### config.mk
export PLATFORM = sky130hd
export DESIGN_NAME = trap_eval_unit
export DESIGN_NICKNAME = d
export VERILOG_FILES = /design/src/rtl/trap_pkg.sv /design/src/rtl/trap_opsel.sv /design/src/rtl/trap_compare.sv /design/src/rtl/trap_eval_unit.sv
export SDC_FILE = /design/constraint.sdc
export NUM_CORES = 1
export LEC_CHECK = 0
export BUFFER_PORTS_ARGS = -buffer_cell sky130_fd_sc_hd__buf_2
export CAP_MARGIN = 20
export CORE_MARGIN = 2
export CORE_UTILIZATION = 50
export DETAILED_ROUTE_END_ITERATION = 12
export PLACE_DENSITY_LB_ADDON = 0.3
export SLEW_MARGIN = 10
export SYNTH_ARGS = -nofsm -noshare
export SYNTH_HDL_FRONTEND = slang
export SYNTH_HIERARCHICAL = 1
export SYNTH_SLANG_ARGS = --single-unit
export TNS_END_PERCENT = 5
### constraint.sdc
create_clock -name clk -period 3.74 [get_ports clk]
set_input_delay 0.748 -clock clk [delete_from_list [all_inputs] [get_ports clk]]
set_output_delay 0.748 -clock clk [all_outputs]
set_load 0.005 [all_outputs]
### src/rtl/trap_pkg.sv
package trap_pkg;
  localparam int NCOND = 5;
  localparam int C_SLT = 0;
  localparam int C_SGT = 1;
  localparam int C_EQ  = 2;
  localparam int C_ULT = 3;
  localparam int C_UGT = 4;
  typedef logic [NCOND-1:0] cond_t;
endpackage

### src/rtl/trap_opsel.sv
module trap_opsel #(
  parameter int DATA_W = 32,
  parameter int IMM_W  = 16
) (
  input  logic [DATA_W-1:0] reg_b,
  input  logic [IMM_W-1:0]  imm,
  input  logic              use_imm,
  output logic [DATA_W-1:0] rhs
);
  logic [DATA_W-1:0] imm_ext;

  generate
    if (DATA_W > IMM_W) begin : g_ext
      assign imm_ext = {{(DATA_W-IMM_W){imm[IMM_W-1]}}, imm};
    end else begin : g_trunc
      assign imm_ext = imm[DATA_W-1:0];
    end
  endgenerate

  assign rhs = use_imm ? imm_ext : reg_b;
endmodule

### src/rtl/trap_compare.sv
module trap_compare
  import trap_pkg::*;
#(
  parameter int DATA_W = 32
) (
  input  logic [DATA_W-1:0] lhs,
  input  logic [DATA_W-1:0] rhs,
  output cond_t             conds
);
  function automatic logic less_signed(input logic [DATA_W-1:0] x, input logic [DATA_W-1:0] y);
    return $signed(x) < $signed(y);
  endfunction

  function automatic logic less_unsigned(input logic [DATA_W-1:0] x, input logic [DATA_W-1:0] y);
    return x < y;
  endfunction

  function automatic cond_t eval_conds(input logic [DATA_W-1:0] x, input logic [DATA_W-1:0] y);
    cond_t c;
    c        = '0;
    c[C_EQ]  = (x == y);
    c[C_SLT] = less_signed(x, y);
    c[C_SGT] = less_signed(y, x);
    c[C_ULT] = less_unsigned(x, y);
    c[C_UGT] = less_unsigned(y, x);
    return c;
  endfunction

  assign conds = eval_conds(lhs, rhs);
endmodule

### src/rtl/trap_eval_unit.sv
module trap_eval_unit
  import trap_pkg::*;
#(
  parameter int DATA_W = 32,
  parameter int IMM_W  = 16
) (
  input  logic              clk,
  input  logic              rst_n,
  input  logic              valid_i,
  input  logic [DATA_W-1:0] opa_i,
  input  logic [DATA_W-1:0] opb_i,
  input  logic [IMM_W-1:0]  imm_i,
  input  logic              imm_sel_i,
  input  logic [NCOND-1:0]  mask_i,
  output logic              trap_o,
  output logic [NCOND-1:0]  cond_o
);
  logic [DATA_W-1:0] rhs_w;
  cond_t             cond_w;
  logic              hit_w;
  logic              trap_q;
  cond_t             cond_q;

  trap_opsel #(.DATA_W(DATA_W), .IMM_W(IMM_W)) u_opsel (
    .reg_b   (opb_i),
    .imm     (imm_i),
    .use_imm (imm_sel_i),
    .rhs     (rhs_w)
  );

  trap_compare #(.DATA_W(DATA_W)) u_cmp (
    .lhs   (opa_i),
    .rhs   (rhs_w),
    .conds (cond_w)
  );

  assign hit_w = |(cond_w & mask_i);

  always_ff @(posedge clk) begin
    if (!rst_n) begin
      trap_q <= 1'b0;
      cond_q <= '0;
    end else begin
      trap_q <= valid_i & hit_w;
      if (valid_i) cond_q <= cond_w;
    end
  end

  assign trap_o = trap_q;
  assign cond_o = cond_q;
endmodule

==> results of run 1 <==
[final timing paths]
kind,startpoint,to,slack [ns],cells past startpoint
setup reg to reg,cond_o[1],cond_o[1],3.12,2
hold / removal,cond_o[2],cond_o[2],0.52,2
setup / recovery,imm_sel_i,trap_o,0.57,12
hold reg to reg,cond_o[2],cond_o[2],0.52,2
[power by group]
group | internal [uW] | switching, uW | total (uW)
Clock | 69.2 | 29.1 | 98.3
Combinational | 157 | 149 | 306
Sequential | 69.7 | 2.38 | 72.1
Total | 296 | 180 | 476
[stage by stage]
step | setup slack [ns] | instances | hold WS, ns | total power (uW)
floorplan | 0.718 | 273 | 0.507 | 284
global route | 0.388 | 418 | 0.556 | 522
detailed placement | 0.353 | 415 | 0.502 | 378
CTS | 0.572 | 418 | 0.516 | 479
global placement | 0.425 | 415 | 0.491 | 370
finish | 0.566 | 418 | 0.519 | 476
[layout make-up]
| cell class | instances | area, um2 |
|---|---|---|
| multi-input cells | 196 | 1900 |
| fillers | 395 | 1560 |
| repair buffers | 96 | 510 |
| inverters | 65 | 244 |
| flip-flops and latches | 6 | 120 |
| well taps | 52 | 65.1 |
| clock buffers | 3 | 41.3 |
[logic make-up after synthesis]
group	Yosys count
mux	38
compound gates	59
fa+ha+maj	64
flops	6
buf+inv	71
simple gates	35
[registers in the layout, summed over array words and instances (netlist names)]
| register | count |
|---|---|
| trap_o | 1 |
| cond_o | 5 |
[per-layer routing]
layer,global-route usage,up-vias
li1,-,1113
met1,0.232,946
met2,0.335,63
met3,0.00972,2
met4,0.0309,0
met5,0,-
[critical path, delay by kind of cell]
family | cells | cell delay, ns
compound gates | 7 | 1.46
buf+inv | 3 | 0.48
mux | 1 | 0.32
fa+ha+maj | 1 | 0.24
[cell usage in the layout, fill, tap and decap left out]
master / instances
nand3_1: 3
nand4_1: 3
a21boi_2: 2
and4_1: 5
clkbuf_8: 3
a22o_1: 2
buf_12: 2
o21ai_1: 3
a222oi_1: 1
o211ai_1: 2
mux2_2: 2
a21oi_1: 26
mux2_4: 30
o22ai_1: 1
o32a_1: 1
a221oi_1: 1
o41a_1: 1
mux2i_1: 6
dfxtp_1: 6
buf_2: 94
o21ba_1: 1
nor2b_1: 7
nand2_1: 12
a211oi_2: 1
nor4_2: 1
a211oi_1: 4
o21ai_0: 10
a21boi_1: 1
nor3_1: 1
inv_1: 65
a21o_1: 1
ha_1: 64
nor2_1: 3
a22oi_1: 1
==> key figures, run 1 <==
Run status
  – Status: finished clean

STA
  – Slew Limit Fails: 0
  – Fin crit share: 0.849
  – Min cycle time layout: between 3 and 4 ns
  – Fmax: 315 MHz
  – Final Hold Viols: 0
  – RSZ-0062 raised after global routing: false
  – Final setup fails: 0
  – Setup TNS Final: 0 ns
  – Clock Skew: 0 ns
  – Slew headroom: 0.722
  – Worst-Margin Slew: about 0.42 ns

Die
  – Core ar.: approximately 0.0044 mm2
  – Die Ht: between 70 and 80 um
  – I/O pin total: 95
  – Total die area: ~0.0053 mm2
  – FP Rows: 24
  – Die Span X: 72.5 um
  – Starting Density: 0.528

Synth
  – Cell Area, Synth: about 0.0023 mm2
  – Number of synthesized flops with an enable pin: 0
  – Synth top area share: 0.341
  – Syn nets: around 430
  – Count leader, synth: inv_1
  – Post-synthesis mux area share: 0.227
  – Distinct cells, synth: 35
  – Adder-cell share of the synthesized area: 0.341
  – Synth Area in Compound Gates: 0.158
  – Synth cell count leaders: inv_1, ha_1, mux2_4
  – Largest area contributor in the netlist: ha_1
  – Cell count after synthesis: ~270
  – Top_reg_cell synth: dfxtp_1
  – Synth Area in XOR/XNOR: 0
  – Simple-gate share of the synthesized area: 0.0831
  – Area contributors post-synth: ha_1, mux2_4, inv_1
  – Number of synthesis warnings: 6
  – Register area share after synthesis: 0.0511
  – Largest family of logic cells by synthesized area: adder cells
  – Async set-reset flop share out of synthesis: 0
  – Syn avg cell area: around 8.6 um2
  – Post-synthesis register bit count: 6

Clock network
  – Resized cells post-CTS: 0
  – Clock Path Buffers: 2
  – Clk sinks: 6
  – Num CTS Buffers: 3
  – CTS Hold Buffers Added: 0
  – CTS HTree Levels: 1
  – Root buf cell: clkbuf_8
  – CTS tree: done
  – Post-CTS setup repair buffer count: 0
  – CTS clk-pin slew, worst paths: 0.04 ns
  – Later-pin clock latency in the skew report: ~0.23 ns

Detailed routing
  – # DRC: 0
  – Final ANT Viol Nets: 0
  – DR pass1 iterations: 4
  – Avg WL per Cell: 11.7 um
  – Via density per instance: just over 5
  – Met2 wire length: between 2 and 2.5 mm
  – Post-Route WL: 4.87 mm
  – Via count: about 2100
  – Met3 Routed Length: 244 um
  – Top Layer Used: met4
  – Wire length on met1: 2.17 mm
  – Initial drt markers: 73

Layout
  – Layout Nets: 521
  – Synthesis-to-layout area growth: 22.7%
  – Layout cells sized above 1: 0.369
  – Fin util: 0.648
  – Final Cell Area: 0.00288 mm2
  – # diodes: 0

GRT
  – First-pass GRT wire length: 8.00 mm
  – Pin count of the biggest net entering global routing: 18
  – Vias in the first global route: approximately 2000
  – Gr ovfl total: 0
  – Initial antenna violation count: 0
  – Gr usage total: 0.181

Placement
  – Hpwl dp: about 4.3 mm
  – # port buffers: between 90 and 100
  – Final RePlAce weighted congestion: 0.794
  – Cell area after placement: between 0.002 and 0.003 mm2

Setup path
  – Worst path cell trace: buf_2 > buf_12 > mux2_4 > inv_1 > ha_1 > a21oi_1 > o21ai_1 > a211oi_1 > o21ai_0 > o21ba_1 > a222oi_1 > a21oi_1
  – Worst Setup End Kind: register
  – Crit Path Class: in2reg
  – CP Data Required Time: ~3.8 ns
  – Worst setup SP type: input pin
  – Slowest stage delay, CP: approximately 0.4 ns
  – Crit-path slowest cell: a211oi_1
  – Worst-path maximum fanout: 15
  – Worst EP arrival: ~3.3 ns
  – Cell mode on critical path: a21oi_1

Run
  – # Max-Cap Violations: 0

Worst hold path
  – HP Class: reg2reg

Power and ir drop
  – PwrDens: approximately 170 mW/mm2
  – Worst IR drop on VDD: roughly 0.00021 V
  – Leak: approximately 0.0018 uW
No activity file was read; power rests on OpenSTA's default activity.
==> run 2: changes to the inputs <==
ABC_AREA = 1   (was unset)
CORE_UTILIZATION = 45   (was 50)
clock period = 2.5 ns   (was 3.74 ns; I/O delays follow)
==> run 2 against run 1 <==
  * Clock-buffer cell count stayed put
  * Design area is 4.6% higher
  * Clock power grew 44%
  * Final cell count grew 32%
  * Clock skew is the same
  * Largest cell class unchanged
  * Non-clock buffer count grew 9
==> key figures, run 2 <==
STA
  – Worst-Margin Slew: between 0.2 and 0.25 ns
  – RSZ-0062 raised after global routing: false
  – Final Hold Viols: 0
  – Min cycle time layout: between 2 and 2.5 ns
  – Fmax: between 400 and 500 MHz
  – Fin crit share: 0.922
  – Clock Skew: 0 ns
  – Final Worst Setup Slack: 0.194 ns
  – Slew headroom: 0.865
  – Final setup fails: 0
  – Hold Worst Slack: between 0.4 and 0.5 ns
  – Slew Limit Fails: 0

Clock network
  – CTS clk-pin slew, worst paths: 0.04 ns
  – Resized cells post-CTS: 0
  – Post-CTS setup repair buffer count: 0
  – CTS tree: done
  – Clk sinks: 6
  – CTS Hold Buffers Added: 0
  – CTS HTree Levels: 1
  – Later-pin clock latency in the skew report: 0.22 ns
  – Clock Path Buffers: 2
  – Root buf cell: clkbuf_8
  – Num CTS Buffers: 3

Detailed routing
  – Via count: around 2500
  – Avg WL per Cell: roughly 9.6 um
  – Via density per instance: between 4 and 5
  – # DRC: 0
  – DR pass1 iterations: 4
  – Initial drt markers: 57
  – Final ANT Viol Nets: 0
  – Post-Route WL: approximately 5.3 mm

Synth
  – Synth cell count leaders: nand2_1, inv_1, ha_1
  – Cell Area, Synth: 0.00229 mm2
  – Top_reg_cell synth: dfxtp_1
  – Post-synthesis register bit count: 6
  – Async set-reset flop share out of synthesis: 0
  – Synth top area share: 0.350
  – Number of synthesis warnings: 6
  – Syn avg cell area: around 6 um2
  – Area contributors post-synth: ha_1, nand2_1, inv_1
  – Number of synthesized flops with an enable pin: 0
  – Count leader, synth: nand2_1
  – Cell count after synthesis: ~380
  – Largest area contributor in the netlist: ha_1
  – Syn nets: roughly 540
  – Distinct cells, synth: 24
  – Register area share after synthesis: 0.0525

Layout
  – Layout cells sized above 1: 0.287
  – Post-Layout Cell Count: ~550
  – Synthesis-to-layout area growth: 31.8%
  – Most common cell after layout, fill and taps aside: nand2_1
  – Most frequent cells in the layout: nand2_1, buf_2, inv_1
  – Layout Nets: 640
  – Max reg flops: 5
  – # diodes: 0

Setup path
  – Worst EP arrival: 2.42 ns
  – Crit Path Class: in2reg
  – Worst Setup End Kind: register
  – CP Data Required Time: between 2 and 3 ns
  – Worst setup SP type: input pin
  – Worst-path maximum fanout: 10

Die
  – I/O pin total: 95
  – Die Ht: about 75 um
  – Die Span X: 75.3 um
  – Starting Density: 0.475
  – Core ar.: about 0.0048 mm2
  – Total die area: between 0.005 and 0.006 mm2
  – FP Rows: 25

GRT
  – Initial antenna violation count: 0
  – Gr ovfl total: 0
  – Pin count of the biggest net entering global routing: 18
  – Vias in the first global route: approximately 2300
  – First-pass GRT wire length: approximately 8.5 mm
  – Gr usage total: 0.181

Placement
  – Hpwl dp: 4.46 mm
  – Dpl cells: 549
  – # port buffers: 94
  – Pre-CTS setup slack: -0.0767 ns
  – Final RePlAce weighted congestion: between 0.7 and 0.8

Power and ir drop
  – Worst IR drop on VDD: 0.000158 V
  – Leak: ~0.002 uW
  – PwrDens: between 200 and 250 mW/mm2

Run
  – # Max-Cap Violations: 0

Worst hold path
  – HP Class: reg2reg

Run status
  – Status: finished clean
==> run 2: cell types whose count changed in the layout (fill, tap and decap cells not counted), sizes merged, moves of 5 or more <==
cell and change:
mux2i -6, a211oi -5, mux2 -32, nand2 +135, inv +15, nor2 +27, nor2b -7, buf +9
and4 -5
==> run 2: cells by family after synthesis <==
family,Yosys count,share of synthesized area
and+or+nand+nor,187,0.343
buffers and inverters,87,0.162
adders and majority gates,64,0.350
AOI/OAI and AO/OA,39,0.0924
DFF,6,0.0525
==> run 2: area by class of cell <==
cell class | count | area (um2)
flip-flops and latches | 6 | 120
well taps | 67 | 83.8
clock buffers | 3 | 41.3
fillers | 503 | 1800
inverters | 81 | 307
repair buffers | 105 | 573
multi-input cells | 290 | 1890
==> run 2: layer usage <==
metal  GRT usage  up-vias  part of all wire
met2       0.365       56              0.50
met4      0.0214        0            0.0083
met1       0.210     1037              0.45
met3      0.0172        4             0.040
li1            -     1353                 -
met5           0        -                 0
==> run 2: critical path, stage by stage <==
cell	delay, ns
buf_2	0.15
inv_4	0.08
buf_6	0.14
nand2_1	0.07
nand2_1	0.09
inv_1	0.08
ha_4	0.27
nand2_1	0.05
inv_2	0.06
nand3_1	0.07
nor2_2	0.16
nand3_2	0.10
nor3_4	0.25
nor2_2	0.07
nand2_1	0.06
nand3_1	0.07
nor2_1	0.09
nor2_1	0.04
==> run 2: worst paths after layout <==
check | start | endpoint | slack [ns] | cells after the start
min | cond_o[1] | cond_o[1] | 0.50 | 2
min reg2reg | cond_o[1] | cond_o[1] | 0.50 | 2
max reg2reg | cond_o[0] | cond_o[0] | 1.89 | 2
max | imm_sel_i | trap_o | 0.19 | 18
==> run 2: metrics by stage <==
step	power [uW]	util	cell area, um2	TNS [ns]
6_report	747	0.626	3020	0
3_5_place_dp	579	0.596	2870	-0.0767
2_1_floorplan	417	-	2290	0
4_1_cts	729	0.605	2910	0
3_3_place_gp	567	0.596	2870	-0.0144
5_1_grt	831	0.626	3020	0
==> run 2: report_power, final <==
| part | internal, uW | total, uW | switching [uW] |
|---|---|---|---|
| Combinational | 226 | 497 | 271 |
| Sequential | 105 | 108 | 3.27 |
| Clock | 103 | 142 | 39.0 |
| Total | 434 | 747 | 313 |
==> run 3: changes to the inputs <==
BUFFER_PORTS_ARGS = -buffer_cell sky130_fd_sc_hd__clkbuf_2   (was -buffer_cell sky130_fd_sc_hd__buf_2)
==> run 3 against run 2 <==
  * Core utilization is 3.2 points higher
  * Hold slack better by 0.0044 ns
  * First-iteration DRC count is 54% higher
  * Die area stayed put
  * Clock skew stayed put
  * Wire length is 6.6% higher
  * Critical endpoint unchanged
  * Register-to-register slack worse by 0.03 ns
  * Design area is 5.2% higher
  * Clock-buffer cell count stayed put
  * Largest power group unchanged
  * Combinational power is 7.6% higher
==> key figures, run 3 (same netlist as run 2, synthesis figures left out) <==
Run status
  – Status: finished clean

Die
  – Die Span X: 75.3 um
  – Core ar.: a little under 0.005 mm2
  – Die Ht: between 70 and 80 um
  – I/O pin total: 95
  – FP Rows: 25
  – Starting Density: 0.475
  – Total die area: around 0.0057 mm2

Clock network
  – CTS clk-pin slew, worst paths: roughly 0.040 ns
  – Later-pin clock latency in the skew report: 0.22 ns
  – CTS HTree Levels: 1
  – Root buf cell: clkbuf_8
  – Clk sinks: 6
  – Clock Path Buffers: 2
  – CTS tree: done
  – Num CTS Buffers: 3

Detailed routing
  – Via density per instance: 4.57
  – DR pass1 iterations: 4
  – Initial drt markers: 88
  – # DRC: 0
  – Post-Route WL: around 5.6 mm
  – Final ANT Viol Nets: 0
  – Avg WL per Cell: between 10 and 15 um
  – Via count: ~2600

Layout
  – Layout fillers: 473
  – Most common cell after layout, fill and taps aside: nand2_1
  – Most frequent cells in the layout: nand2_1, clkbuf_2, inv_1
  – Synthesis-to-layout area growth: 38.7%
  – Layout Nets: roughly 650
  – Post-Layout Cell Count: between 500 and 600
  – # diodes: 0
  – Max reg flops: 5
  – Fin util: 0.658
  – Layout cells sized above 1: 0.313

Setup path
  – Crit path to: trap_o
  – RR Startpoint: cond_o[4]
  – Crit-path slowest cell: ha_1
  – Slowest stage delay, CP: roughly 0.30 ns
  – Reg2reg setup slack: 1.86 ns
  – Worst setup SP type: input pin
  – Worst-path maximum fanout: 12
  – Worst Setup End Kind: register
  – WP buf/inv: 3
  – Worst EP arrival: 2.44 ns
  – Reg2reg end: cond_o[4]
  – Critical path depth: 15
  – CP Launch Point: imm_sel_i
  – Cell mode on critical path: nand2_1
  – Crit Path Class: in2reg
  – Top Family by Delay on Critical Path: simple AND/OR/NAND/NOR gates
  – Worst path cell trace: buf_4 > buf_6 > nand2_1 > nand2_1 > inv_1 > ha_1 > nand4_1 > nor2_2 > nand3_2 > nor3_4 > nor2_2 > nand2_1 > nand3_1 > nor2_1 > nor2_1
  – Reg2Reg Depth: 2
  – CP Data Required Time: roughly 2.6 ns

Worst hold path
  – HP Class: reg2reg

GRT
  – First-pass GRT wire length: just under 9 mm
  – Vias in the first global route: around 2400
  – Gr ovfl total: 0
  – Initial antenna violation count: 0
  – Gr usage total: 0.185
  – Pin count of the biggest net entering global routing: 19

Power and ir drop
  – PnR Total Power: slightly below 800 uW
  – Leak: 0.00208 uW
  – PwrDens: approximately 250 mW/mm2
  – Worst IR drop on VDD: around 0.00015 V

Run
  – # Max-Cap Violations: 0

STA
  – Fmax: 429 MHz
  – Final setup fails: 0
  – Clock Skew: 0 ns
  – Worst-Margin Slew: 0.213 ns
  – Min cycle time layout: 2.33 ns
  – Slew headroom: 0.858
  – Final Hold Viols: 0
  – Slew Limit Fails: 0
  – Fin crit share: 0.931

Placement
  – Dpl cells: around 550
  – Hpwl dp: 4.58 mm
  – Final RePlAce weighted congestion: 0.781
  – # port buffers: 94
## run 3: changes by cell type in the layout (fill, tap and decap cells not counted), sizes merged
cell,before,now
inv,80,79
buf,105,16
clkinv,1,2
clkbuf,3,99
## run 3: worst min-delay path by stage
stage	start	endpoint	slack [ns]	cells past startpoint
final	cond_o[2]	cond_o[2]	0.50	2
after global routing	cond_o[2]	cond_o[2]	0.52	2
after CTS	cond_o[2]	cond_o[2]	0.51	2
after detailed placement	cond_o[2]	cond_o[2]	0.50	2
after global placement	cond_o[1]	cond_o[1]	0.48	2
after floorplan	cond_o[0]	cond_o[0]	0.49	2
## run 3: stage by stage
stage / instance area (um2) / setup TNS, ns / worst slack (ns) / hold slack (ns)
2_1_floorplan: 2290 / 0 / 0.217 / 0.487
3_5_place_dp: 2920 / -0.0582 / -0.0517 / 0.502
5_1_grt: 3170 / -0.0396 / -0.0396 / 0.521
3_3_place_gp: 2920 / -0.00863 / -0.00863 / 0.484
6_report: 3170 / 0 / 0.172 / 0.503
4_1_cts: 2960 / 0 / 0.162 / 0.506
## run 3: where the power goes
part	internal, uW	switching (uW)
Sequential	105	3.89
Combinational	249	286
Clock	103	38.2
Total	457	328
## run 3: layout make-up
cell class / count / area (um2) / area share
inverter: 81 / 317 / 0.0998
tap: 67 / 83.8 / 0.0264
sequential: 6 / 120 / 0.0379
multi-input combinational: 290 / 1920 / 0.606
timing repair buffer: 112 / 689 / 0.217
clock buffer: 3 / 41.3 / 0.0130
## run 3: worst min-delay path: cells and delay by family (launching register included)
kind / cells / cell delay [ns]
compound gates: 1 / 0.07
flops: 1 / 0.32
simple gates: 1 / 0.07
## run 3: timing repair
action | 4_1_cts | 5_1_grt
hold buffers | 0 | 0
hold endpoints to repair | 0 | 0
gates resized for setup | 0 | 30
setup buffers | 0 | 0
setup endpoints to repair | 0 | 5
## run 3: per-layer routing
| layer | vias up | track usage | part of all wire |
|---|---|---|---|
| li1 | 1376 | - | - |
| met1 | 1121 | 0.222 | 0.45 |
| met2 | 56 | 0.364 | 0.51 |
| met3 | 4 | 0.00794 | 0.034 |
| met4 | 0 | 0.0351 | 0.0057 |
| met5 | - | 0 | 0 |
